==> src/rtl/mdio_mgmt_pkg.sv <==
package mdio_mgmt_pkg;

  localparam int FRAME_BITS = 64;
  localparam int CNT_W      = $clog2(FRAME_BITS);
  localparam int TA_IDX     = 46;
  localparam int DATA_IDX   = 48;
  localparam int DATA_W     = 16;
  localparam int AD_W       = 5;

  localparam logic [1:0] A_CFG   = 2'd0;
  localparam logic [1:0] A_CTRL  = 2'd1;
  localparam logic [1:0] A_WDATA = 2'd2;
  localparam logic [1:0] A_RDATA = 2'd3;

  localparam int B_EN     = 6;
  localparam int B_READY  = 7;
  localparam int B_GO     = 11;
  localparam int B_WR     = 14;
  localparam int B_RD     = 15;
  localparam int B_REG_LO = 16;
  localparam int B_PHY_LO = 24;

  typedef enum logic [1:0] {
    OP_NONE  = 2'b00,
    OP_WRITE = 2'b01,
    OP_READ  = 2'b10,
    OP_BOTH  = 2'b11
  } mdio_op_e;

  function automatic mdio_op_e op_decode(input logic rd_bit, input logic wr_bit);
    return mdio_op_e'({rd_bit, wr_bit});
  endfunction

  function automatic logic op_valid(input mdio_op_e op);
    return (op == OP_READ) || (op == OP_WRITE);
  endfunction

  function automatic logic [FRAME_BITS-1:0] build_frame(
      input logic is_rd, input logic [AD_W-1:0] phy,
      input logic [AD_W-1:0] regad, input logic [DATA_W-1:0] wd);
    logic [1:0] opc;
    logic [1:0] ta;
    logic [DATA_W-1:0] body;
    opc  = is_rd ? 2'b10 : 2'b01;
    ta   = is_rd ? 2'b11 : 2'b10;
    body = is_rd ? '1 : wd;
    return {{32{1'b1}}, 2'b01, opc, phy, regad, ta, body};
  endfunction

  function automatic logic [CNT_W-1:0] frame_pos(input logic [CNT_W-1:0] idx);
    return CNT_W'(FRAME_BITS - 1) - idx;
  endfunction

endpackage

==> src/rtl/mdio_mdc_gen.sv <==
module mdio_mdc_gen #(
  parameter int DIV_W = 6
) (
  input  logic             clk,
  input  logic             rst_n,
  input  logic             start,
  input  logic             run,
  input  logic [DIV_W-1:0] div_in,
  output logic             mdc,
  output logic             rise_tick,
  output logic             fall_tick
);

  logic [DIV_W-1:0] div_q;
  logic [DIV_W-1:0] cnt;
  logic             mdc_q;
  logic             half_done;

  assign half_done = run && (cnt == div_q);
  assign rise_tick = half_done && !mdc_q;
  assign fall_tick = half_done && mdc_q;
  assign mdc       = mdc_q;

  always_ff @(posedge clk) begin
    if (!rst_n) begin
      div_q <= '0;
      cnt   <= '0;
      mdc_q <= 1'b0;
    end else if (start) begin
      div_q <= div_in;
      cnt   <= '0;
      mdc_q <= 1'b0;
    end else if (run) begin
      if (half_done) begin
        cnt   <= '0;
        mdc_q <= ~mdc_q;
      end else begin
        cnt <= cnt + 1'b1;
      end
    end else begin
      cnt   <= '0;
      mdc_q <= 1'b0;
    end
  end

  // MDC only moves when a half period has elapsed
  a_r5_mdc_half_period: assert property (@(posedge clk) disable iff (!rst_n)
    (mdc_q != $past(mdc_q)) |-> ($past(half_done) || $past(start)));

endmodule

==> src/rtl/mdio_frame_engine.sv <==
module mdio_frame_engine
  import mdio_mgmt_pkg::*;
(
  input  logic              clk,
  input  logic              rst_n,
  input  logic              go,
  input  logic              go_rd,
  input  logic [AD_W-1:0]   go_phy,
  input  logic [AD_W-1:0]   go_reg,
  input  logic [DATA_W-1:0] go_wd,
  input  logic              rise_tick,
  input  logic              fall_tick,
  input  logic              mdio_i,
  output logic              busy,
  output logic              mdio_o,
  output logic              mdio_oe,
  output logic [DATA_W-1:0] rd_word,
  output logic              frame_done
);

  logic [FRAME_BITS-1:0] frame_q;
  logic [CNT_W-1:0]      bit_cnt;
  logic                  is_rd;
  logic [DATA_W-1:0]     rx_shift;
  logic                  in_rx_field;
  logic                  released;

  assign frame_done  = busy && fall_tick && (bit_cnt == CNT_W'(FRAME_BITS - 1));
  assign in_rx_field = is_rd && (bit_cnt >= CNT_W'(DATA_IDX));
  assign released    = is_rd && (bit_cnt >= CNT_W'(TA_IDX));

  assign mdio_o  = busy ? frame_q[frame_pos(bit_cnt)] : 1'b1;
  assign mdio_oe = busy && !released;

  always_ff @(posedge clk) begin
    if (!rst_n) begin
      busy     <= 1'b0;
      frame_q  <= '1;
      bit_cnt  <= '0;
      is_rd    <= 1'b0;
      rx_shift <= '0;
      rd_word  <= '0;
    end else if (go) begin
      busy     <= 1'b1;
      frame_q  <= build_frame(go_rd, go_phy, go_reg, go_wd);
      bit_cnt  <= '0;
      is_rd    <= go_rd;
      rx_shift <= '0;
    end else if (busy) begin
      if (rise_tick && in_rx_field)
        rx_shift <= {rx_shift[DATA_W-2:0], mdio_i};
      if (fall_tick) begin
        if (frame_done) begin
          busy <= 1'b0;
          if (is_rd) rd_word <= rx_shift;
        end else begin
          bit_cnt <= bit_cnt + 1'b1;
        end
      end
    end
  end

  // a launch can never land on a frame already running
  a_r8_no_relaunch: assert property (@(posedge clk) disable iff (!rst_n)
    busy |-> !go);

  // read data only changes at the end of a read frame
  a_r7_rdata_on_done: assert property (@(posedge clk) disable iff (!rst_n)
    (rd_word != $past(rd_word)) |-> $past(frame_done));

endmodule

==> src/rtl/mdio_reg_bank.sv <==
module mdio_reg_bank
  import mdio_mgmt_pkg::*;
#(
  parameter int DIV_W     = 6,
  parameter int DIV_RESET = 29
) (
  input  logic              clk,
  input  logic              rst_n,
  input  logic              bus_wr,
  input  logic [1:0]        bus_addr,
  input  logic [31:0]       bus_wdata,
  input  logic [1:0]        bus_raddr,
  output logic [31:0]       bus_rdata,
  input  logic              busy,
  input  logic [DATA_W-1:0] rd_word,
  output logic              go,
  output logic              go_rd,
  output logic [AD_W-1:0]   go_phy,
  output logic [AD_W-1:0]   go_reg,
  output logic [DATA_W-1:0] wdata_q,
  output logic [DIV_W-1:0]  div_q
);

  logic             en_q;
  logic [AD_W-1:0]  phy_q;
  logic [AD_W-1:0]  reg_q;
  mdio_op_e         op_q;
  mdio_op_e         req_op;
  logic             ctrl_wr;
  logic             ctrl_accept;
  logic             go_req;
  logic             unused_wbits;

  assign unused_wbits = ^bus_wdata;

  assign ctrl_wr     = bus_wr && (bus_addr == A_CTRL);
  assign ctrl_accept = ctrl_wr && !busy;
  assign req_op      = op_decode(bus_wdata[B_RD], bus_wdata[B_WR]);
  assign go_req      = ctrl_accept && bus_wdata[B_GO];
  assign go          = go_req && en_q && op_valid(req_op);
  assign go_rd       = (req_op == OP_READ);
  assign go_phy      = bus_wdata[B_PHY_LO +: AD_W];
  assign go_reg      = bus_wdata[B_REG_LO +: AD_W];

  always_ff @(posedge clk) begin
    if (!rst_n) begin
      div_q   <= DIV_W'(DIV_RESET);
      en_q    <= 1'b0;
      wdata_q <= '0;
      phy_q   <= '0;
      reg_q   <= '0;
      op_q    <= OP_NONE;
    end else if (bus_wr) begin
      case (bus_addr)
        A_CFG: begin
          div_q <= bus_wdata[DIV_W-1:0];
          en_q  <= bus_wdata[B_EN];
        end
        A_WDATA: wdata_q <= bus_wdata[DATA_W-1:0];
        A_CTRL: if (ctrl_accept) begin
          phy_q <= go_phy;
          reg_q <= go_reg;
          op_q  <= req_op;
        end
        default: ;
      endcase
    end
  end

  always_comb begin
    bus_rdata = '0;
    case (bus_raddr)
      A_CFG: begin
        bus_rdata[DIV_W-1:0] = div_q;
        bus_rdata[B_EN]      = en_q;
      end
      A_CTRL: begin
        bus_rdata[B_PHY_LO +: AD_W] = phy_q;
        bus_rdata[B_REG_LO +: AD_W] = reg_q;
        bus_rdata[B_RD]             = op_q[1];
        bus_rdata[B_WR]             = op_q[0];
        bus_rdata[B_READY]          = !busy;
      end
      A_WDATA: bus_rdata[DATA_W-1:0] = wdata_q;
      default: bus_rdata[DATA_W-1:0] = rd_word;
    endcase
  end

  // control fields hold while a frame runs
  a_r8_fields_hold: assert property (@(posedge clk) disable iff (!rst_n)
    (busy && ctrl_wr) |=> ($stable(phy_q) && $stable(reg_q) && $stable(op_q)));

  // a bad opcode never starts a frame
  a_r9_bad_op_idle: assert property (@(posedge clk) disable iff (!rst_n)
    (go_req && !op_valid(req_op)) |=> !busy);

  // a disabled bus never starts a frame
  a_r4_disabled_idle: assert property (@(posedge clk) disable iff (!rst_n)
    (go_req && !en_q) |=> !busy);

endmodule

==> src/rtl/mdio_mgmt_ctrl.sv <==
module mdio_mgmt_ctrl
  import mdio_mgmt_pkg::*;
#(
  parameter int DIV_W     = 6,
  parameter int DIV_RESET = 29
) (
  input  logic        clk,
  input  logic        rst_n,
  input  logic        bus_wr,
  input  logic [1:0]  bus_addr,
  input  logic [31:0] bus_wdata,
  input  logic [1:0]  bus_raddr,
  output logic [31:0] bus_rdata,
  output logic        mdc,
  output logic        mdio_o,
  output logic        mdio_oe,
  input  logic        mdio_i
);

  logic              go;
  logic              go_rd;
  logic [AD_W-1:0]   go_phy;
  logic [AD_W-1:0]   go_reg;
  logic [DATA_W-1:0] wdata_q;
  logic [DIV_W-1:0]  div_q;
  logic              busy;
  logic [DATA_W-1:0] rd_word;
  logic              rise_tick;
  logic              fall_tick;
  logic              frame_done;

  mdio_reg_bank #(.DIV_W(DIV_W), .DIV_RESET(DIV_RESET)) u_regs (
    .clk(clk), .rst_n(rst_n), .bus_wr(bus_wr), .bus_addr(bus_addr),
    .bus_wdata(bus_wdata), .bus_raddr(bus_raddr), .bus_rdata(bus_rdata),
    .busy(busy), .rd_word(rd_word), .go(go), .go_rd(go_rd),
    .go_phy(go_phy), .go_reg(go_reg), .wdata_q(wdata_q), .div_q(div_q)
  );

  mdio_mdc_gen #(.DIV_W(DIV_W)) u_mdc (
    .clk(clk), .rst_n(rst_n), .start(go), .run(busy), .div_in(div_q),
    .mdc(mdc), .rise_tick(rise_tick), .fall_tick(fall_tick)
  );

  mdio_frame_engine u_eng (
    .clk(clk), .rst_n(rst_n), .go(go), .go_rd(go_rd), .go_phy(go_phy),
    .go_reg(go_reg), .go_wd(wdata_q), .rise_tick(rise_tick),
    .fall_tick(fall_tick), .mdio_i(mdio_i), .busy(busy), .mdio_o(mdio_o),
    .mdio_oe(mdio_oe), .rd_word(rd_word), .frame_done(frame_done)
  );

  // ready drops the cycle after a launch
  a_r3_go_sets_busy: assert property (@(posedge clk) disable iff (!rst_n)
    go |=> busy);

  // busy only ever rises from a launch
  a_r2_busy_from_go: assert property (@(posedge clk) disable iff (!rst_n)
    $rose(busy) |-> $past(go));

  // MDC rests low and MDIO is released while idle
  a_r5_idle_quiet: assert property (@(posedge clk) disable iff (!rst_n)
    !busy |-> (!mdc && !mdio_oe));

endmodule

==> config.mk <==
export PLATFORM = sky130hd
export DESIGN_NAME = mdio_mgmt_ctrl
export DESIGN_NICKNAME = d
export VERILOG_FILES = /design/src/rtl/mdio_mgmt_pkg.sv /design/src/rtl/mdio_mdc_gen.sv /design/src/rtl/mdio_frame_engine.sv /design/src/rtl/mdio_reg_bank.sv /design/src/rtl/mdio_mgmt_ctrl.sv
export SDC_FILE = /design/constraint.sdc
export NUM_CORES = 1
export LEC_CHECK = 0
export ABC_CLOCK_PERIOD_IN_PS = 2000
export BUFFER_PORTS_ARGS = -buffer_cell sky130_fd_sc_hd__buf_2
export CORE_MARGIN = 2
export CORE_UTILIZATION = 30
export CTS_CLUSTER_DIAMETER = 80
export DETAILED_ROUTE_END_ITERATION = 6
export HOLD_SLACK_MARGIN = 0.05
export SLEW_MARGIN = 30
export SYNTH_ARGS = -nofsm -noshare
export SYNTH_HDL_FRONTEND = slang
export SYNTH_SLANG_ARGS = --single-unit
==> constraint.sdc <==
create_clock -name clk -period 2 [get_ports clk]
set_clock_uncertainty 0.1 [all_clocks]
set_input_delay 0.4 -clock clk [delete_from_list [all_inputs] [get_ports clk]]
set_output_delay 0.4 -clock clk [all_outputs]
set_load 0.05 [all_outputs]
# Word level (Yosys, flattened, before mapping)
# Index checks and enable logic that the tools add are counted.
dict set report word_totals {
  reg_bits 119
  output_inout_bits 35
}
dict set report op_classes {
  n_reduce_logical 30
  n_eq_ne 8
  muxes 16
  n_lt_le_gt_ge 3
  bitwise_logic 5
  add_sub_neg 3
}
# operator n
set ops {}
lappend ops {{case mux 7 bit (3 select lines)} 1}
lappend ops {{2-to-1 mux 16 bit} 1}
lappend ops {{logical AND 1 bit} 14}
lappend ops {{adder 6 x 1 -> 6 bit, second input constant} 2}
lappend ops {{>= comparator 6 bit, second input constant} 2}
lappend ops {{case mux 6 bit (2 select lines)} 1}
lappend ops {{2-to-1 mux 5 bit} 2}
lappend ops {{< comparator 6 x 7 -> 1 bit, second input constant} 1}
lappend ops {{2-to-1 mux 1 bit} 7}
lappend ops {{binary-select mux 1 bit (select 6 bit)} 1}
lappend ops {{== test 2 x 1 -> 1 bit, second input constant} 3}
lappend ops {{== test 2 bit, second input constant} 3}
lappend ops {{== test 6 bit} 1}
lappend ops {{== test 6 bit, second input constant} 1}
lappend ops {{case mux 2 bit (3 select lines)} 1}
lappend ops {{AND reduction 2 bit} 3}
lappend ops {{AND reduction 3 bit} 2}
lappend ops {{subtractor 6 bit, first input constant} 1}
lappend ops {{NOT 1 bit} 5}
lappend ops {{AND reduction 5 bit} 1}
lappend ops {{zero test 2 bit} 2}
lappend ops {{OR reduction 2 bit} 2}
lappend ops {{OR reduction 4 bit} 1}
lappend ops {{zero test 1 bit} 3}
lappend ops {{4 further kinds} 4}

# Depth between registers and ports, before layout
dict set report depth {
  ltp_word 9
  depth_mapped 9
  depth_no_buf 7
}

# Modules after synthesis
# Synthesis repeated with hierarchy kept, for this count alone.
dict set report hier_totals {
  hier_cells 568
  area_unflattened_um2 5396.4
}
# mod cells_each area_each_um2 seq_area_each_um2 instances
set by_module_without_submodules {}
lappend by_module_without_submodules {mdio_frame_engine 290 2832.7 1381.3 1}
lappend by_module_without_submodules {mdio_reg_bank 220 1968.1 700.7 1}
lappend by_module_without_submodules {mdio_mdc_gen 58 595.6 260.2 1}

# Worst setup path after synthesis
# No wires, ideal clock.
dict set report synth_path {
  path_type {register -> output}
  from {reg u_eng.bit_cnt[2]}
  to {out mdio_o}
  t_arrival_ps 2548
  t_required_ps 1500
  path_buffers 1
  path_slack_ps -1048
  stages_incl_launch_ff 7
  path_cell_list {dfxtp_1 > buf_2 > mux2i_1 > mux4_2 > nor3b_1 > a41o_1 > o31ai_1}
}
dict set report synth_between {
  elab_chain_len 4
}
# element line_no
set synth_rtl {}
lappend synth_rtl {{from (decl)} mdio_frame_engine.sv:22} ;# logic [CNT_W-1:0] bit_cnt;
lappend synth_rtl {{from (signal assigned)} mdio_frame_engine.sv:57} ;# bit_cnt <= bit_cnt + 1'b1;
lappend synth_rtl {{subtractor 6 bit} mdio_mgmt_pkg.sv:51} ;# return CNT_W'(FRAME_BITS - 1) - idx;
lappend synth_rtl {{binary-select mux 1 bit (select 6 bit)} mdio_frame_engine.sv:32} ;# assign mdio_o = busy ? frame_q[frame_pos(bit_cnt)] : 1'b1;
lappend synth_rtl {{2-to-1 mux 1 bit (implied by the code)} mdio_frame_engine.sv:32}
lappend synth_rtl {{2-to-1 mux 1 bit} mdio_frame_engine.sv:32}
lappend synth_rtl {{to (decl)} mdio_mgmt_ctrl.sv:15} ;# output logic mdio_o,
# Every way passes these cells. The select of a mux whose other input is x is not followed.

# Worst setup path after layout
# Ends and elaborated chain as after synthesis.

==> results.yml <==
sta:
  setup_slack_ns: -0.660
  min_period_ns: 2.66
  fin_crit_sh_pct: 133
  hold_viol: 0
  fmax_mhz: 376
  worst_pin_slew_ns: 0.514
  finalMaxSlewViolations: 0
  rsz0062_at_grt: "true"
  relSlewSlack_pct: 65.6
  setup_viol: 18
die:
  ios: 75
  die_width_um: 137
  core_um2: 17200
  start_util_pct: 30.7
  placementRows: 48
  dieArea_um2: 18700
  die_h_um: 137
placed_design:
  place_area_um2: 6190
  gp_congestion: 0.824
  io_buffers: 62
  place_hpwl_um: 9500
layout:
  fillers: 1730
  nNetsFinal: 716
  drive_gt1_share_pct: 29.2
  design_area_um2: 6870
  antenna_cells: 0
  syn_to_final_growth_pct: 30.0
status:
  status: "finished, violations left"
  failed_checks: "negative setup slack"
synth:
  yosysWarnings: 0
  ys_seq_area_share_pct: 44.3
  yosysTopAreaCellShare_pct: 44.3
  synth_ff_type: "dfxtp_1"
  synth.avg_cell_area_um2: 9.02
  ys_seq_elements: 117
  syn_inst: 586
  yosys-top-cells-area: "dfxtp_1 44%, mux2i_1 10%, nand2_1 7.4%"
  netlist_area_um2: 5290
  synthDistinctLibCells: 51
  synthArstFlopShare_pct: 0
  synth-edff-count: 0
  synth_top_area_cell: "dfxtp_1"
pwr:
  finalPower_mw: 5.68
  p_per_area_nw_per_um2: 827
  ir_drop_mv: 0.588
  leakagePower_nw: 2.64
clock_network:
  numCtsBuffers: 17
  cts_tree: "built"
  cts_hold_buf: 0
  cts_buffer_depth: 2
  htreeDepth: 4
  clock_latency_ns: 0.41
  cts.clk_slew.worst_paths_ns: 0.06
  cts_root_buffer: "clkbuf_16"
  clkSinkCount: 117
route:
  vias: 4175
  remaining_drc_errors: 0
  wirelength_um: 13300
  viasPerCell: 4.58
  first_pass_iters: 4
  routedWlPerCell_um: 14.6
  antenna_left: 0
  drtIter0Drc: 194
run:
  cap_viol_max_count: 0
setup_path:
  cp-start-kind: "flip-flop"
  cp.arrival_ns: 2.16
  crit_path_end: "mdio_o"
  cp-end-kind: "output pin"
  critPathRequiredTime_ns: 1.50
  reg2reg_from: "u_eng.bit_cnt[1]"
  reg2regPathDepth: 9
  worst-setup-path-type: "flip-flop to output pin"
  rrSetupSlack_ns: -0.16
  worstPathMaxFanout: 5
  crit_path_start: "u_eng.bit_cnt[2]"
  rr_endpoint: "u_eng.rd_word[2]"
grt:
  grt_max_degree: 45
  overflow: 0
  grt_pass1_vias: 3986
  antenna_found_initial: 0
  grt_pass1_wl_um: 21500
  grt.total_usage_pct: 15.1
worst_hold_path:
  hold_path.class: "primary input to flip-flop"
  hold_depth: 3
==> synthesized netlist by cell type, drive strengths merged, types with 2 or more instances <==
master and count:
mux2i 54, mux4 3, a22o 9, xnor2 11, dfxtp 117, nand3b 2, clkbuf 29, a21oi 2
xor2 3, ha 3, nand2 104, a31o 2, nor3b 3, mux2 12, inv 6, nor4 3
nor2 49, nand3 18, buf 19, a21boi 35, o31ai 2, a211oi 3, nor2b 27, and3 4
nor3 17, o21ai 22, and2 10
==> worst min-delay path by stage <==
stage	startpoint	end	slack, ns
2_1_floorplan	u_eng.frame_q[31]	u_eng.frame_q[31]	0.32
3_3_place_gp	u_eng.frame_q[31]	u_eng.frame_q[31]	0.33
3_5_place_dp	u_eng.frame_q[31]	u_eng.frame_q[31]	0.34
4_1_cts	bus_wdata[27]	u_eng.frame_q[26]	0.1
5_1_grt	bus_wdata[27]	u_eng.frame_q[26]	0.11
6_report	bus_wdata[27]	u_eng.frame_q[26]	0.11
==> cells in the final DEF, fill, tap and decap left out, drive strengths merged, types with 6 or more instances in the layout <==
master,count
nor2,49
o21ai,22
dfxtp,117
nand2,104
nor3,17
conb,6
xnor2,11
a22o,9
nor2b,27
a21boi,35
and2,10
mux2,12
nand3,18
inv,7
clkbuf,21
clkinv,6
mux2i,54
buf,109
==> final cells by class <==
cell class	instances	area, um2	share of cell area, %
multi-input combinational	420	2800	40.7
clock inverter	12	129	1.88
sequential	117	2350	34.2
tap	225	282	4.10
inverter	6	22.5	0.328
clock buffer	20	457	6.65
timing repair buffer	111	832	12.1
==> stage by stage <==
stage	worst slack, ns	setup TNS (ns)	hold WS, ns	utilization, %	instances
global route	-0.731	-4.06	0.109	39.9	911
floorplan	-0.312	-0.312	0.320	-	591
global placement	-0.292	-8.09	0.332	35.9	877
detailed placement	-0.320	-9.15	0.335	35.9	877
CTS	-0.672	-2.50	0.0982	39.7	911
finish	-0.660	-2.03	0.114	39.9	911
==> flip-flops by register name (all words and copies together), names as in the netlist <==
signal,flops
u_regs.div_q,6
u_mdc.cnt,6
u_regs.op_q,2
u_regs.reg_q,5
u_eng.rd_word,16
u_regs.en_q,1
u_eng.rx_shift,16
u_mdc.mdc,1
u_regs.wdata_q,16
u_eng.bit_cnt,6
u_eng.is_rd,1
u_regs.phy_q,5
u_mdc.div_q,6
u_eng.busy,1
u_eng.frame_q,29
==> report_power, final <==
group,switching (mW),total [mW],internal (mW)
sequential,0.0185,2.37,2.35
combinational,0.208,0.328,0.121
clock,1.09,2.98,1.89
==> timing repair <==
item | CTS | global route
resized for setup | 10 | 7
gates cloned | 1 | 0
setup endpoints to repair | 25 | 33
setup buffers | 1 | 0
endpoints found under the hold margin | 0 | 0
==> layer usage <==
layer | vias up | share of wire, % | GRT usage, %
li1 | 2152 | - | -
met1 | 1935 | 51 | 21.0
met2 | 78 | 44 | 22.5
met3 | 10 | 3.7 | 3.85
met4 | 0 | 1.3 | 5.32
met5 | - | 0 | 0
==> worst max-delay path: stages, from the launching register on <==
cell	delay, ns
dfxtp_4	0.37
mux2i_1	0.11
mux4_2	0.47
nor3b_1	0.15
a41o_1	0.24
o31ai_4	0.23
buf_12	0.18
==> kinds of logic after synthesis <==
group | after synthesis | synth area share, %
simple gates | 245 | 22.8
flops | 117 | 44.3
compound gates | 83 | 11.0
mux | 69 | 14.1
buf+inv | 54 | 4.78
xor+xnor | 14 | 2.32
fa+ha+maj | 3 | 0.710
other cells | 1 | 0.0709
No activity file was read; power rests on OpenSTA's default activity.
